$ cat config.mk
export PLATFORM = sky130hd
export DESIGN_NAME = ea_unit
export DESIGN_NICKNAME = d
export VERILOG_FILES = /design/src/rtl/ea_pkg.sv /design/src/rtl/ea_sext.sv /design/src/rtl/ea_step.sv /design/src/rtl/ea_add3.sv /design/src/rtl/ea_unit.sv
export SDC_FILE = /design/constraint.sdc
export NUM_CORES = 1
export LEC_CHECK = 0
export CAP_MARGIN = 40
export CELL_PAD_IN_SITES_DETAIL_PLACEMENT = 0
export CELL_PAD_IN_SITES_GLOBAL_PLACEMENT = 2
export CORE_ASPECT_RATIO = 0.6
export CORE_MARGIN = 2
export CORE_UTILIZATION = 27
export CTS_BUF_LIST = sky130_fd_sc_hd__clkbuf_2
export DETAILED_ROUTE_END_ITERATION = 16
export GPL_TIMING_DRIVEN = 0
export HOLD_SLACK_MARGIN = 0.05
export PLACE_DENSITY_LB_ADDON = 0.1
export SLEW_MARGIN = 20
export SYNTH_ARGS = -nofsm -noshare
export SYNTH_HDL_FRONTEND = slang
export SYNTH_SLANG_ARGS = --single-unit
$ cat constraint.sdc
create_clock -name clk_i -period 1 [get_ports clk_i]
set_clock_uncertainty 0.2 [all_clocks]
set_input_delay 0.2 -clock clk_i [delete_from_list [all_inputs] [get_ports clk_i]]
set_output_delay 0.2 -clock clk_i [all_outputs]
set_load 0.005 [all_outputs]
$ cat src/rtl/ea_pkg.sv
`timescale 1ns/1ps
package ea_pkg;
  typedef enum logic [2:0] {
    EA_IND  = 3'd0,
    EA_IDX  = 3'd1,
    EA_BIX  = 3'd2,
    EA_BIXO = 3'd3,
    EA_REL  = 3'd4,
    EA_AINC = 3'd5,
    EA_ADEC = 3'd6,
    EA_RSV  = 3'd7
  } ea_mode_e;

  localparam int unsigned SIZE_W = 2;
endpackage

$ cat src/rtl/ea_sext.sv
`timescale 1ns/1ps
module ea_sext #(
  parameter int unsigned IN_W  = 16,
  parameter int unsigned OUT_W = 32
) (
  input  logic [IN_W-1:0]  val_i,
  output logic [OUT_W-1:0] val_o
);
  generate
    if (IN_W >= OUT_W) begin : g_trunc
      assign val_o = val_i[OUT_W-1:0];
    end else begin : g_ext
      localparam int unsigned PAD_W = OUT_W - IN_W;
      assign val_o = {{PAD_W{val_i[IN_W-1]}}, val_i};
    end
  endgenerate
endmodule

$ cat src/rtl/ea_step.sv
`timescale 1ns/1ps
module ea_step
  import ea_pkg::*;
#(
  parameter int unsigned AW = 32
) (
  input  logic [SIZE_W-1:0] size_i,
  output logic [AW-1:0]     step_o,
  output logic [AW-1:0]     neg_step_o,
  output logic              size_ok_o
);
  always_comb begin
    step_o    = '0;
    size_ok_o = 1'b1;
    unique case (size_i)
      2'd0:    step_o[0] = 1'b1;
      2'd1:    step_o[1] = 1'b1;
      2'd2:    step_o[2] = 1'b1;
      default: size_ok_o = 1'b0;
    endcase
  end

  assign neg_step_o = ~step_o + {{(AW-1){1'b0}}, 1'b1};


  step_onehot_chk: assert property (@(size_i) size_ok_o |-> $onehot0(step_o) && step_o != '0)
    else $error("step not a single power of two");
endmodule

$ cat src/rtl/ea_add3.sv
`timescale 1ns/1ps
module ea_add3 #(
  parameter int unsigned AW = 32
) (
  input  logic [AW-1:0] a_i,
  input  logic [AW-1:0] b_i,
  input  logic [AW-1:0] c_i,
  output logic [AW-1:0] sum_o
);
  assign sum_o = a_i + b_i + c_i;
endmodule

$ cat src/rtl/ea_unit.sv
`timescale 1ns/1ps
module ea_unit
  import ea_pkg::*;
#(
  parameter int unsigned AW    = 32,
  parameter int unsigned OFF_W = 16
) (
  input  logic              clk_i,
  input  logic              rst_ni,
  input  logic              valid_i,
  input  logic [2:0]        mode_i,
  input  logic [SIZE_W-1:0] size_i,
  input  logic [AW-1:0]     reg_a_i,
  input  logic [AW-1:0]     reg_b_i,
  input  logic [AW-1:0]     pc_next_i,
  input  logic [OFF_W-1:0]  offset_i,
  output logic              valid_o,
  output logic [AW-1:0]     ea_o,
  output logic              mem_op_o,
  output logic              illegal_o,
  output logic              wb_en_o,
  output logic [AW-1:0]     wb_data_o
);
  ea_mode_e      mode;
  logic [AW-1:0] off_ext, step, neg_step, op_a, op_b, op_c, ea_sum, upd_sum, delta;
  logic          size_ok, is_auto, bad;

  assign mode = ea_mode_e'(mode_i);

  ea_sext #(.IN_W(OFF_W), .OUT_W(AW)) u_sext (
    .val_i (offset_i),
    .val_o (off_ext)
  );

  ea_step #(.AW(AW)) u_step (
    .size_i     (size_i),
    .step_o     (step),
    .neg_step_o (neg_step),
    .size_ok_o  (size_ok)
  );

  assign is_auto = (mode == EA_AINC) || (mode == EA_ADEC);
  assign bad     = (mode == EA_RSV) || (is_auto && !size_ok);
  assign delta   = (mode == EA_ADEC) ? neg_step : step;

  always_comb begin
    op_a = '0;
    op_b = '0;
    op_c = '0;
    unique case (mode)
      EA_IND:  op_a = reg_a_i;
      EA_IDX:  begin op_a = reg_a_i;   op_b = off_ext; end
      EA_BIX:  begin op_a = reg_a_i;   op_b = reg_b_i; end
      EA_BIXO: begin op_a = reg_a_i;   op_b = reg_b_i; op_c = off_ext; end
      EA_REL:  begin op_a = pc_next_i; op_b = off_ext; end
      EA_AINC: op_a = reg_a_i;
      EA_ADEC: begin op_a = reg_a_i;   op_b = neg_step; end
      default: ;
    endcase
  end

  ea_add3 #(.AW(AW)) u_ea_add (
    .a_i   (op_a),
    .b_i   (op_b),
    .c_i   (op_c),
    .sum_o (ea_sum)
  );

  // pointer update path, separate from the address path
  ea_add3 #(.AW(AW)) u_upd_add (
    .a_i   (reg_a_i),
    .b_i   (delta),
    .c_i   ('0),
    .sum_o (upd_sum)
  );

  always_ff @(posedge clk_i or negedge rst_ni) begin
    if (!rst_ni) begin
      valid_o   <= 1'b0;
      ea_o      <= '0;
      mem_op_o  <= 1'b0;
      illegal_o <= 1'b0;
      wb_en_o   <= 1'b0;
      wb_data_o <= '0;
    end else begin
      valid_o   <= valid_i;
      mem_op_o  <= valid_i && !bad;
      illegal_o <= valid_i && bad;
      wb_en_o   <= valid_i && is_auto && !bad;
      if (valid_i) begin
        ea_o      <= bad ? '0 : ea_sum;
        wb_data_o <= (is_auto && !bad) ? upd_sum : wb_data_o;
      end
    end
  end


  valid_lat_chk: assert property (@(posedge clk_i) disable iff (!rst_ni)
    valid_i |=> valid_o) else $error("valid_o missing one cycle after request");


  ea_hold_chk: assert property (@(posedge clk_i) disable iff (!rst_ni)
    !valid_i |=> $stable(ea_o) && !wb_en_o) else $error("result changed without request");


  illegal_quiet_chk: assert property (@(posedge clk_i) disable iff (!rst_ni)
    illegal_o |-> !wb_en_o && !mem_op_o) else $error("illegal request had side effects");


  wb_step_chk: assert property (@(posedge clk_i) disable iff (!rst_ni)
    wb_en_o |-> valid_o && ((wb_data_o == ea_o) || ((wb_data_o - ea_o) == 1)
                || ((wb_data_o - ea_o) == 2) || ((wb_data_o - ea_o) == 4)))
    else $error("write-back not a legal step from address");
endmodule

# Word-level counts from Yosys, hierarchy flattened
# Cells that the tools add are included.
dict set report totals {
  ff_bits 68
  elab_cells 46
  in_bits 120
}
dict set report classes {
  n_reduce_logical 17
  add_sub_neg 4
  n_bitwise 1
  eq_ne 9
  n_mux 9
}
# cell n
set op_table {}
lappend op_table {{$add 32x32->32} 3}
lappend op_table {{$mux 32} 3}
lappend op_table {{$pmux 32 s3} 1}
lappend op_table {{$pmux 32 s2} 1}
lappend op_table {{$add 32x1->32 const B} 1}
lappend op_table {{$not 3->32} 1}
lappend op_table {{$eq 3x3->1 const B} 4}
lappend op_table {{$eq 3x2->1 const B} 2}
lappend op_table {{$logic_and 1x1->1} 6}
lappend op_table {{$reduce_or 6->1} 1}
lappend op_table {{$mux 1} 4}
lappend op_table {{$reduce_or 2->1} 2}
lappend op_table {{$eq 3x1->1 const B} 1}
lappend op_table {{$logic_not 3->1} 1}
lappend op_table {{$reduce_or 3->1} 1}
lappend op_table {{$eq 2x1->1 const B} 1}
lappend op_table {{$eq 2x2->1 const B} 1}
lappend op_table {{$logic_not 1->1} 2}
lappend op_table {{$logic_not 2->1} 1}
lappend op_table {{$logic_or 1x1->1} 2}
lappend op_table {{$reduce_and 2->1} 1}

# Depth between registers and ports, before layout
dict set report logic_depth {
  word_depth 9
  mapped_depth 22
  depth_no_buf 18
}

# Cells and area by module
# From an unflattened synthesis, not the netlist that was laid out.
dict set report hier_totals {
  hier_cells 1041
  area_unflattened_um2 9775.6
}
# mod cells_per_inst n_inst area_per_inst_um2
set by_module_without_submodules {}
lappend by_module_without_submodules {ea_unit 413 1 4400.5}
lappend by_module_without_submodules {{ea_add3 at u_ea_add} 279 1 2403.6}
lappend by_module_without_submodules {{ea_add3 at u_upd_add} 251 1 2250.9}
lappend by_module_without_submodules {ea_step 66 1 480.5}
lappend by_module_without_submodules {ea_sext 32 1 240.2}

# Least setup slack after synthesis
# No wires, ideal clock.
dict set report synth_timing {
  path_kind {input-to-reg}
  start {input mode_i[2]}
  end {register ea_o[24]}
  t_required_ps 679
  cell_stages 19
  arrival_ps 4596
  slack_ps -3917
  n_path_buf 2
  cell_sequence {buf_2 > inv_2 > nor2_1 > nand2_1 > nor2_1 > clkbuf_1 > a221oi_1 > fa_1 > inv_1 > ha_1 > nand3_1 > nor4b_2 > nor2_1 > a221o_1 > o21ai_2 > a31oi_1 > o31ai_2 > xor2_1 > a22o_1}
}
dict set report synth_between {
  elab_chain_cells 6
  elab_cells_between_ends 20
  classes_between {add/sub (2); eq/ne (7); mux (4); reduce/logical (7)}
}
# item line_no
set synth_lines {}
lappend synth_lines {{start: declaration} ea_unit.sv:11} ;# input logic [2:0] mode_i,
lappend synth_lines {{$eq 3x3->1 (tied with other cells)} {ea_unit.sv:42, ea_unit.sv:50}}
lappend synth_lines {{$reduce_or 6->1 (no line) or $reduce_or 2->1 (tied branches)} -}
lappend synth_lines {{$pmux 32 s2 or $pmux 32 s3 (tied branches)} ea_unit.sv:50} ;# unique case (mode)
lappend synth_lines {{$add 32x32->32 (2 in a row)} ea_add3.sv:10} ;# assign sum_o = a_i + b_i + c_i;
lappend synth_lines {{$mux 32 *} ea_unit.sv:91} ;# ea_o <= bad ? '0 : ea_sum;
lappend synth_lines {{end signal: assignment} ea_unit.sv:91}
lappend synth_lines {{end: declaration} ea_unit.sv:18} ;# output logic [AW-1:0] ea_o,
# Mark *: on every way between the ends. The rest lies on a longest branch, timed or not.
# A chain may end at the register's enable or synchronous reset.

# Worst setup path after layout
dict set report layout_timing {
  start {input mode_i[1]}
  end {register ea_o[31]}
}
# The elaborated chain is that of the path after synthesis.

==> flow_summary.toml <==
[synthesis]
synthArstFlopShare = 1.00
avgSynthCellArea_um2 = 8.46
syn_inst = 836
yosys_register_bits = 68
synth_area_um2 = 7070
yosysWarnings = 0
syn_nets = 1050
synth-main-ff-cell = "dfrtp_1"
synth_cell_types = 61
synth_edf_count = 0
synth-seq-area-share = 0.241

[grt]
grt_pass1_vias = 7466
grt_usage = 0.206
overflow = 0
grt_max_degree = 38
antenna_found_initial = 3
grt_pass1_wl_um = 42800

[placed_design]
place_area_um2 = 10000
numPortBuffers = 185
place_inst = 1374
dpl.hpwl_um = 21800
gp_congestion = 0.831
dp_slack_ns = -4.13

[worst_setup_path]
path_class = "in -> reg"
required_ns = 1.33
start_kind = "input port"
crit_path_cell_trace = "buf_12, buf_8, nor3_4, buf_6, a22oi_2, fa_1, inv_2, ha_4, fa_2, a211oi_2, o211ai_1, a211oi_2, nor2_4, a31oi_4, or3_4, a31oi_4, xnor2_1, a22o_1"
cp_slowest_cell = "fa_1"
startpoint = "mode_i[1]"
timing.rr.end = "ea_o[25]$_DFFE_PN0P_"
cpPeakStageDelay_ns = 0.57
rr_worst_depth = 2
critPathMaxFanout = 6
r2r-start = "ea_o[25]$_DFFE_PN0P_"
cp-end-kind = "flip-flop"
r2r_slack_ns = -0.06
arrival_ns = 3.79

[sta]
rsz0062_at_grt = "true"
fin_hold_ws_ns = -0.684
max_slew.worst_pin.slew_ns = 0.812
setup_slack_ns = -2.46
max_freq_mhz = 289
setup_viol = 135
report.final.slew_viol_count = 0
final_hold_viol_count = 79
min_period_ns = 3.46
relSlewSlack = 0.459
timing.final.crit_share = 3.46

[floorplanning]
fp.dieH_um = 129
die-area_um2 = 27600
die_x_um = 213
core_um2 = 25500
num_io_pins = 188
fp-row-count = 45
start_util = 0.277

[power_and_ir_drop]
ir_drop_mv = 0.438
power_leakage_nw = 5.49
p_per_area_nw_per_um2 = 1220

[run_status]
outcome = "complete, but fails checks"
violations = "hold timing, setup timing"

[clock_tree]
cts_hold_buf = 1
cts-root-buf = "clkbuf_2"
clk_pin_slew_ns = 0.21
cts_tree = "built"
clock-sinks = 68
cts_buffers = 9
htree_levels = 3
clk_latency_ns = 0.61
cts_buffer_depth = 2

[drt]
drc = 0
wire_per_inst_um = 18.7
drt_iter0_drc = 392
drt-pass1-iter-count = 5
route.vias.total = 7416
routed_wl_um = 28400
viasPerCell = 4.90
ant_nets = 0

[finish]
fin_area_um2 = 12000
nets = 1368
syn2layout_area_growth_pct = 69.3
layout_common_cells = "buf_4 (106), clkdlybuf4s50_1 (106), inv_1 (71)"
drive_gt1_frac = 0.382
fin_cells = 1514

[run]
drv_cap = 0

[min_path]
worstHoldPathType = "in -> async"
==> kinds of logic after synthesis <==
family / Yosys count / share of synthesized area
buf+inv: 124 / 0.0660
simple gates: 182 / 0.120
fa+ha+maj: 95 / 0.203
mux: 3 / 0.00460
compound gates: 303 / 0.291
xor+xnor: 61 / 0.0755
flops: 68 / 0.241
==> critical path, delay by kind of cell <==
kind	cells	cell delay, ns
AO/OA/AOI/OAI	7	1.37
adder cells (fa/ha/maj)	3	1.15
AND/OR/NAND/NOR	3	0.48
buffers and inverters	4	0.44
XOR/XNOR	1	0.15
==> metrics by stage <==
step	setup TNS (ns)	hold WS, ns	util	total power [mW]
5_1_grt	-150.24	-0.758	0.469	15.8
2_1_floorplan	-122.69	-0.296	-	8.27
6_report	-139.69	-0.684	0.470	14.6
3_5_place_dp	-206.29	-0.0107	0.393	11.7
3_3_place_gp	-417.02	0.265	0.392	11.7
4_1_cts	-159.49	-0.748	0.443	14.1
==> sequential cells by signal, indices dropped and copies added (netlist names) <==
register,cells
illegal_o,1
wb_data_o,32
mem_op_o,1
valid_o,1
wb_en_o,1
ea_o,32
==> routing by layer <==
layer,part of all wire,up-vias,track usage,wire (um)
met2,0.41,181,0.303,11600
met5,0,-,0,0
met3,0.053,14,0.0439,1490
li1,-,3645,-,-
met1,0.53,3576,0.306,14900
met4,0.013,0,0.0457,365
==> worst max-delay path by stage <==
stage                            to  depth (start not counted)
2_1_floorplan  ea_o[28]$_DFFE_PN0P_                         20
3_3_place_gp   ea_o[31]$_DFFE_PN0P_                         17
3_5_place_dp   ea_o[31]$_DFFE_PN0P_                         17
4_1_cts        ea_o[31]$_DFFE_PN0P_                         17
5_1_grt        ea_o[31]$_DFFE_PN0P_                         18
6_report       ea_o[31]$_DFFE_PN0P_                         18
==> repair_timing <==
action                                  CTS  global route
gates cloned                              3             5
pin swaps                                57            83
resized for setup                       263           193
endpoints found under the setup margin  135           135
hold endpoints to repair                 73            86
buffers inserted                         63            65
==> cells in the mapped netlist (4+ instances only) <==
cell type | instances | share of area
a221oi_1 | 16 | 0.020
or3_1 | 5 | 0.0044
nor2b_1 | 8 | 0.0071
and2_1 | 5 | 0.0044
o21ai_1 | 24 | 0.017
a31oi_1 | 6 | 0.0053
a211oi_1 | 9 | 0.0096
o211ai_1 | 8 | 0.0085
a21oi_1 | 67 | 0.047
nand3_1 | 18 | 0.013
xor2_1 | 22 | 0.027
o21a_1 | 6 | 0.0064
a22o_1 | 25 | 0.031
nand2b_1 | 5 | 0.0044
inv_1 | 80 | 0.042
nor2_1 | 30 | 0.016
a22oi_1 | 33 | 0.035
clkbuf_1 | 42 | 0.022
ha_1 | 61 | 0.11
xnor2_1 | 39 | 0.048
nand2_1 | 84 | 0.045
fa_1 | 33 | 0.093
and3_1 | 7 | 0.0062
nand4_1 | 8 | 0.0071
o21bai_1 | 9 | 0.0096
nor3_1 | 4 | 0.0028
dfrtp_1 | 68 | 0.24
a21o_1 | 27 | 0.029
o21ai_0 | 41 | 0.029
o2bb2ai_1 | 5 | 0.0062
==> power by group <==
group	internal, mW	total (mW)	switching (mW)	leakage [nW]
Combinational	4.63	8.96	4.33	4.57
Sequential	3.51	3.95	0.439	0.851
Clock	0.567	1.69	1.13	0.0752
==> layout make-up <==
cell class / instances / area (um2)
diodes: 3 / 7.51
plain buffers: 31 / 398
clock buffers: 10 / 50.0
clock inverters: 6 / 55.1
fillers: 2555 / 13500
inverters: 81 / 317
multi-input cells: 644 / 6250
flip-flops and latches: 68 / 1700
well taps: 352 / 440
repair buffers: 319 / 2760
No activity file was read; power rests on OpenSTA's default activity.
